## src/rtl/smul_pkg.sv

```systemverilog
package smul_pkg;
  localparam int INSTR_W = 16;
  localparam int SEL_W   = 3;
  localparam int NREGS   = 1 << SEL_W;

  localparam logic [3:0] OPC_MUL     = 4'b1100;
  localparam logic [2:0] OPMODE_SMUL = 3'b111;
  localparam logic [2:0] SMODE_DREG  = 3'b000;

  typedef struct packed {
    logic [3:0]       opc;
    logic [SEL_W-1:0] dst;
    logic [2:0]       opmode;
    logic [2:0]       smode;
    logic [SEL_W-1:0] src;
  } iword_t;
endpackage

```

## src/rtl/smul_decode.sv

```systemverilog
module smul_decode
  import smul_pkg::*;
(
  input  logic [INSTR_W-1:0] word,
  output logic               legal,
  output logic [SEL_W-1:0]   dst,
  output logic [SEL_W-1:0]   src
);
  iword_t f;

  always_comb begin
    f     = iword_t'(word);
    legal = (f.opc == OPC_MUL) && (f.opmode == OPMODE_SMUL) && (f.smode == SMODE_DREG);
    dst   = f.dst;
    src   = f.src;
  end
endmodule

```

## src/rtl/smul_regfile.sv

```systemverilog
module smul_regfile
  import smul_pkg::*;
#(
  parameter int REG_W  = 32,
  parameter int OPND_W = 16
) (
  input  logic              clk,
  input  logic              rst_n,
  input  logic              ext_we,
  input  logic [SEL_W-1:0]  ext_waddr,
  input  logic [REG_W-1:0]  ext_wdata,
  input  logic              unit_we,
  input  logic [SEL_W-1:0]  unit_waddr,
  input  logic [REG_W-1:0]  unit_wdata,
  input  logic [SEL_W-1:0]  opa_addr,
  output logic [OPND_W-1:0] opa_data,
  input  logic [SEL_W-1:0]  opb_addr,
  output logic [OPND_W-1:0] opb_data,
  input  logic [SEL_W-1:0]  ext_raddr,
  output logic [REG_W-1:0]  ext_rdata
);
  logic [REG_W-1:0] regs [NREGS];

  always_ff @(posedge clk or negedge rst_n) begin
    if (!rst_n) begin
      for (int i = 0; i < NREGS; i++) regs[i] <= '0;
    end else begin
      for (int i = 0; i < NREGS; i++) begin
        if (unit_we && unit_waddr == SEL_W'(i))
          regs[i] <= unit_wdata;
        else if (ext_we && ext_waddr == SEL_W'(i))
          regs[i] <= ext_wdata;
      end
    end
  end

  assign opa_data  = regs[opa_addr][OPND_W-1:0];
  assign opb_data  = regs[opb_addr][OPND_W-1:0];
  assign ext_rdata = regs[ext_raddr];
endmodule

```

## src/rtl/smul_mult.sv

```systemverilog
module smul_mult #(
  parameter int OPND_W = 16,
  parameter int REG_W  = 32
) (
  input  logic [OPND_W-1:0] a,
  input  logic [OPND_W-1:0] b,
  output logic [REG_W-1:0]  p
);
  localparam int PW = 2 * OPND_W;

  logic signed [PW-1:0] full;
  assign full = $signed(a) * $signed(b);

  generate
    if (REG_W > PW) begin : g_ext
      assign p = {{(REG_W-PW){full[PW-1]}}, full};
    end else if (REG_W == PW) begin : g_eq
      assign p = full;
    end else begin : g_trunc
      assign p = full[REG_W-1:0];
    end
  endgenerate
endmodule

```

## src/rtl/smul_exec_unit.sv

```systemverilog
module smul_exec_unit
  import smul_pkg::*;
#(
  parameter int REG_W  = 32,
  parameter int OPND_W = 16
) (
  input  logic               clk,
  input  logic               rst_n,
  input  logic               cmd_valid,
  output logic               cmd_ready,
  input  logic [INSTR_W-1:0] cmd_word,
  output logic               done,
  output logic               illegal,
  input  logic               rf_wr_en,
  input  logic [SEL_W-1:0]   rf_wr_addr,
  input  logic [REG_W-1:0]   rf_wr_data,
  input  logic [SEL_W-1:0]   rf_rd_addr,
  output logic [REG_W-1:0]   rf_rd_data
);
  logic              accept;
  logic              dec_legal;
  logic [SEL_W-1:0]  dec_dst, dec_src;
  logic [OPND_W-1:0] src_lo, dst_lo;

  logic              busy;
  logic              st_legal;
  logic [SEL_W-1:0]  st_dst;
  logic [OPND_W-1:0] st_a, st_b;
  logic [REG_W-1:0]  product;
  logic              res_we;

  assign cmd_ready = !busy;
  assign accept    = cmd_valid && cmd_ready;
  assign res_we    = busy && st_legal;

  smul_decode u_dec (
    .word  (cmd_word),
    .legal (dec_legal),
    .dst   (dec_dst),
    .src   (dec_src)
  );

  smul_regfile #(.REG_W(REG_W), .OPND_W(OPND_W)) u_rf (
    .clk        (clk),
    .rst_n      (rst_n),
    .ext_we     (rf_wr_en),
    .ext_waddr  (rf_wr_addr),
    .ext_wdata  (rf_wr_data),
    .unit_we    (res_we),
    .unit_waddr (st_dst),
    .unit_wdata (product),
    .opa_addr   (dec_src),
    .opa_data   (src_lo),
    .opb_addr   (dec_dst),
    .opb_data   (dst_lo),
    .ext_raddr  (rf_rd_addr),
    .ext_rdata  (rf_rd_data)
  );

  smul_mult #(.OPND_W(OPND_W), .REG_W(REG_W)) u_mul (
    .a (st_a),
    .b (st_b),
    .p (product)
  );

  always_ff @(posedge clk or negedge rst_n) begin
    if (!rst_n) begin
      busy     <= 1'b0;
      st_legal <= 1'b0;
      st_dst   <= '0;
      st_a     <= '0;
      st_b     <= '0;
      done     <= 1'b0;
      illegal  <= 1'b0;
    end else begin
      busy    <= accept;
      done    <= busy;
      illegal <= busy && !st_legal;
      if (accept) begin
        st_legal <= dec_legal;
        st_dst   <= dec_dst;
        st_a     <= src_lo;
        st_b     <= dst_lo;
      end
    end
  end
endmodule

```

## config.mk

```make
export PLATFORM = sky130hd
export DESIGN_NAME = smul_exec_unit
export DESIGN_NICKNAME = d
export VERILOG_FILES = /design/src/rtl/smul_pkg.sv /design/src/rtl/smul_decode.sv /design/src/rtl/smul_regfile.sv /design/src/rtl/smul_mult.sv /design/src/rtl/smul_exec_unit.sv
export SDC_FILE = /design/constraint.sdc
export NUM_CORES = 1
export LEC_CHECK = 0
export BUFFER_PORTS_ARGS = -buffer_cell sky130_fd_sc_hd__buf_2
export CORE_ASPECT_RATIO = 1.1
export CORE_UTILIZATION = 65
export CTS_CLUSTER_DIAMETER = 80
export CTS_CLUSTER_SIZE = 8
export DETAILED_ROUTE_END_ITERATION = 8
export HOLD_SLACK_MARGIN = 0.05
export PLACE_DENSITY = 0.82
export RECOVER_POWER = 100
export SYNTH_ARGS = -nofsm -noshare
export SYNTH_HDL_FRONTEND = slang
export SYNTH_SLANG_ARGS = --single-unit
```

## constraint.sdc

```tcl
create_clock -name clk -period 9.8 [get_ports clk]
set_input_delay 1.96 -clock clk [delete_from_list [all_inputs] [get_ports clk]]
set_output_delay 1.96 -clock clk [all_outputs]
set_load 0.02 [all_outputs]
```

==> results of run 1 <==
-- logic make-up (layout without fill, tap and decap cells) --
family / Yosys count / count (layout) / share of synthesized area, %
muxes: 424 / 424 / 22.3
xor gates and xnor gates: 37 / 37 / 1.35
DFF: 295 / 295 / 27.5
buffers and inverters: 473 / 455 / 6.82
adders and majority gates: 344 / 344 / 23.4
other: 0 / 3 / 0
AOI/OAI and AO/OA: 390 / 390 / 8.17
and+or+nand+nor: 623 / 623 / 10.5
-- worst max-delay path by stage --
stage | startpoint | end | slack, ns | depth (start not counted)
6_report | rf_rd_addr[1] | rf_rd_data[23] | 1.24 | 5
5_1_grt | rf_rd_addr[1] | rf_rd_data[15] | 1.26 | 5
4_1_cts | st_b[1] | u_rf.regs[252] | 2.80 | 19
3_5_place_dp | st_b[2] | u_rf.regs[252] | 2.90 | 19
3_3_place_gp | st_b[7] | u_rf.regs[245] | 2.98 | 21
2_1_floorplan | st_a[15] | u_rf.regs[222] | 3.70 | 20
-- cell type report --
class / count / area [um^2]
sequential: 295 / 7380
multi-input combinational: 1818 / 17600
antenna: 3 / 7.51
fill: 2863 / 12000
tap: 513 / 642
timing repair buffer: 116 / 587
inverter: 288 / 1080
clock inverter: 6 / 81.3
clock buffer: 45 / 1110
-- critical path, stage by stage --
cell and delay [ns]:
buf_2 0.07, clkbuf_1 3.23, mux4_2 0.78, mux2_1 0.28, buf_2 0.21
-- synthesized netlist by cell type, types with 2 or more instances --
master,number
mux4_2,128
nand2_1,315
o21ai_0,183
nand2b_1,9
clkbuf_2,2
xnor2_1,23
a21boi_0,3
xor2_1,9
o21ai_2,2
o21ai_1,6
a31oi_4,2
o211ai_2,3
or3_1,3
nor2b_1,26
dfrtp_1,295
and2_1,124
ha_1,82
nand4_1,3
mux2_2,110
mux2i_1,186
nand3_1,3
nor2_1,121
buf_4,4
a21o_1,8
a41oi_1,2
nor3_1,6
fa_1,262
a21oi_1,135
o21a_1,2
nor4_1,3
a211oi_1,30
o21bai_1,2
inv_1,288
nand4b_1,4
clkbuf_1,142
xnor2_2,4
o221ai_1,2
o211ai_1,3
buf_2,29
buf_1,8
-- per-layer routing --
metal | part of all wire, % | up-vias | GRT usage [%]
met5 | 0.078 | - | 0
met4 | 4.3 | 8 | 16.4
met3 | 11 | 260 | 8.32
met2 | 48 | 1188 | 58.2
met1 | 37 | 10122 | 47.9
li1 | - | 8573 | -
-- sequential cells by signal (all words and copies together), names as in the netlist --
signal and cells:
st_legal 1, st_a 16, u_rf.regs 256, done 1, st_b 16, st_dst 3
illegal 1, busy 1
-- through the flow --
stage                     util, %  area (um^2)  setup slack [ns]
after floorplan                 -        26800              3.70
after global placement       67.9        27500              2.98
after detailed placement     67.9        27500              2.90
after CTS                    70.8        28700              2.80
after global routing         70.4        28500              1.26
final                        70.4        28500              1.24
==> results.json, run 1 <==
{
  "seq_area_frac_synth_pct": 27.5,
  "ys.flop_type": "dfrtp_1",
  "antenna_found_initial": 6,
  "synthCells": 2586,
  "status": "finished with violations",
  "r2r-end": "u_rf.regs[219]",
  "grt_first_pass_wirelength_um": 118000,
  "cts.sinks": 295,
  "yosysTopAreaCell": "dfrtp_1",
  "place_congestion": 0.934,
  "violations": "max-capacitance violations, max-slew violations",
  "hold_viol_final": 0,
  "numCtsBuffers": 44,
  "async_flop_share_pct": 100,
  "coreArea_um2": 40500,
  "slew_headroom_pct": -279,
  "fin_crit_ns": 8.56,
  "ff2ff_setup_slack_ns": 2.13,
  "path_max_fanout": 64,
  "netlist_area_um2": 26800,
  "fin_crit_sh_pct": 87.3,
  "synth_top_cell_area_share_pct": 27.5,
  "die_w_um": 196,
  "vias": 20151,
  "start_kind": "primary input",
  "ant_nets": 0,
  "min_path_type": "flip-flop to flip-flop",
  "dpl.hpwl_um": 47500,
  "io_pins": 93,
  "crit_path_end_kind": "output port",
  "num_rows": 77,
  "synth_area_leaders": "dfrtp_1 28%, fa_1 20%, mux4_2 11%",
  "setup_violations": 0,
  "worst_pin_slew_ns": 5.68,
  "syn-num-nets": 2988,
  "maxCapViolCount": 12,
  "cp_data_arrival_time_ns": 6.60,
  "dp_cells": 3030,
  "drv_slew": 531,
  "clk_latency_ns": 0.60,
  "mostFrequentLayoutCells": "314 x nand2_1, 295 x dfrtp_1, 288 x inv_1",
  "min_from": "st_dst[0]",
  "layout.cells.non_filler": 3084,
  "cp.required_ns": 7.84,
  "grt_max_degree": 194,
  "start_util_pct": 66.3,
  "cts_max_path_buffers": 3,
  "worst_r2r_path_depth": 21,
  "synth-seq-cells": 295,
  "synth_edf_count": 0,
  "cts_max_level": 2,
  "cts_tree": "yes",
  "wl_um": 72800,
  "grt_overflow": 0,
  "track_usage_pct": 36.4,
  "layout_commonest_cell": "nand2_1",
  "cts_setup_buffers": 0,
  "wl_per_cell_um": 23.6,
  "fin_skew_ns": 0.0552,
  "yosys_warnings": 0,
  "whs_path_depth": 2,
  "synth_cell_type_count": 54,
  "cts_root_buffer": "clkbuf_16",
  "drt_pass1_iterations": 6,
  "via_per_inst": 6.53,
  "dieArea_um2": 42100,
  "die_h_um": 215,
  "portBuffers": 92,
  "drt_iter0_markers": 1910,
  "grt_setup_unrepaired": "no",
  "area_delta_synth_final_pct": 6.11,
  "cts_hold_buf": 0,
  "ctsResizeCount": 0,
  "path_class": "primary input to output port",
  "synth_area_per_cell_um2": 10.4,
  "path_clk_slew_ns": 0.05,
  "timing.rr.start": "st_b[7]",
  "final_nets": 2965,
  "holdPathEnd": "st_dst[0]",
  "whs_ns": 0.502,
  "grt_pass1_vias": 21615,
  "drc": 0,
  "fmax_mhz": 117,
  "drive_gt1_share_pct": 14.4,
  "tns_ns": 0
}
Power of run 1 is left out: the tool's default activity adds up to more than one toggle a clock period on the data nets, which glitch-free logic cannot reach.
==> run 2, diff against run 1 <==
Settings changed: BUFFER_PORTS_ARGS -buffer_cell sky130_fd_sc_hd__buf_2 to -buffer_cell sky130_fd_sc_hd__buf_4, CORE_UTILIZATION 65 to 50, PLACE_DENSITY 0.82 to 0.65.
==> results.json, run 2 (same netlist as run 1, synthesis figures left out) <==
{
  "critPathBufInv": 3,
  "setup_violations": 0,
  "crit_path_top_delay_cell": "clkbuf_1",
  "antenna_found_initial": 3,
  "violations": "max-capacitance violations, max-slew violations",
  "fmax_mhz": 117,
  "wl_per_cell_um": 23.0,
  "place_congestion": 0.863,
  "start_kind": "primary input",
  "vias": 19305,
  "cts_max_level": 2,
  "dpl.hpwl_um": 49400,
  "path_class": "primary input to output port",
  "crit_path_end_kind": "output port",
  "via_per_inst": 5.96,
  "ctsResizeCount": 0,
  "regArea_um2": 7380,
  "status": "finished with violations",
  "reg_top3": "u_rf.regs x256, st_a x16, st_b x16",
  "cts_setup_buffers": 0,
  "worst_pin_slew_ns": 5.13,
  "grt_overflow": 0,
  "coreArea_um2": 52700,
  "path_clk_slew_ns": 0.05,
  "crit_chain": "clkbuf_1 > clkbuf_1 > mux4_2 > mux2_2 > clkbuf_1",
  "grt_first_pass_wirelength_um": 119000,
  "die_w_um": 223,
  "numCtsBuffers": 42,
  "ff2ff_setup_slack_ns": 2.19,
  "portBuffers": 92,
  "area_delta_synth_final_pct": 7.11,
  "die_h_um": 245,
  "cts_root_buffer": "clkbuf_16",
  "cp_data_arrival_time_ns": 6.61,
  "drv_slew": 707,
  "largest-register": "u_rf.regs",
  "slowest_delay_ns": 2.39,
  "cts_hold_buf": 0,
  "path_max_fanout": 44,
  "num_antenna_cells": 0,
  "ant_nets": 0,
  "fin_crit_ns": 8.57,
  "drt_pass1_iterations": 5,
  "tns_ns": 0,
  "wl_um": 74500,
  "io_pins": 93,
  "n_fill_cell": 4562,
  "cts_max_path_buffers": 3,
  "start_util_pct": 50.9,
  "cp.required_ns": 7.84,
  "fin_skew_ns": 0.0187,
  "maxCapViolCount": 15,
  "grt_pass1_vias": 20016,
  "drive_gt1_share_pct": 14.2,
  "cts_tree": "yes",
  "critPathTopFamily": "buffers and inverters",
  "fin_crit_sh_pct": 87.4,
  "final_nets": 2963,
  "grt_max_degree": 93,
  "hold_viol_final": 0,
  "grt_setup_unrepaired": "no",
  "drc": 0,
  "largest_reg_flops": 256,
  "drt_iter0_markers": 1518,
  "track_usage_pct": 28.4,
  "num_rows": 88,
  "min_path_type": "flip-flop to flip-flop",
  "layout_commonest_cell": "nand2_1",
  "dieArea_um2": 54600,
  "cts.sinks": 295,
  "clk_latency_ns": 0.55,
  "multiInputGateArea_um2": 17600,
  "mostFrequentLayoutCells": "315 x nand2_1, 295 x dfrtp_1, 288 x inv_1",
  "slew_headroom_pct": -242,
  "cpMostUsedCell": "clkbuf_1"
}
-- run 2: changes by cell type in the layout (fill, tap and decap cells not counted), moves of 3 or more --
cell / delta
buf_2: -66
buf_4: +66
clkbuf_2: +3
diode_2: -3
-- run 2: final cells by class --
type | instances | area share [%]
tap | 675 | 2.94
clock inverter | 2 | 0.100
sequential | 295 | 25.7
timing repair buffer | 116 | 2.59
clock buffer | 44 | 3.76
inverter | 288 | 3.76
multi-input combinational | 1818 | 61.2
-- run 2: per-layer routing --
layer / GRT usage [%] / wire [um] / up-vias
met5: 0 / 26 / -
met4: 6.61 / 1560 / 4
met3: 3.36 / 5260 / 110
met2: 46.2 / 35800 / 691
met1: 40.8 / 31900 / 9951
li1: - / - / 8549
-- run 2: stage by stage --
stage | hold WS, ns | setup slack, ns | instances | area (um^2) | util (%)
after floorplan | 0.395 | 3.70 | 2586 | 26800 | -
after detailed placement | 0.417 | 2.80 | 3192 | 27900 | 52.9
after CTS | 0.436 | 2.77 | 3238 | 29000 | 55.0
after global placement | 0.406 | 2.88 | 3192 | 27900 | 52.9
final | 0.443 | 1.23 | 3238 | 28700 | 54.5
after global routing | 0.463 | 1.25 | 3238 | 28700 | 54.5
-- run 2: path summary, 6_finish.rpt --
kind	start	end	cells after the start
max	rf_rd_addr[1]	rf_rd_data[23]	5
min	busy	done	0
max reg2reg	st_b[7]	u_rf.regs[217]	21
min reg2reg	busy	done	0
max in group asynchronous	rst_n	u_rf.regs[190]	2
min in group asynchronous	rst_n	u_rf.regs[145]	1
Power of run 2 is left out for the same reason.
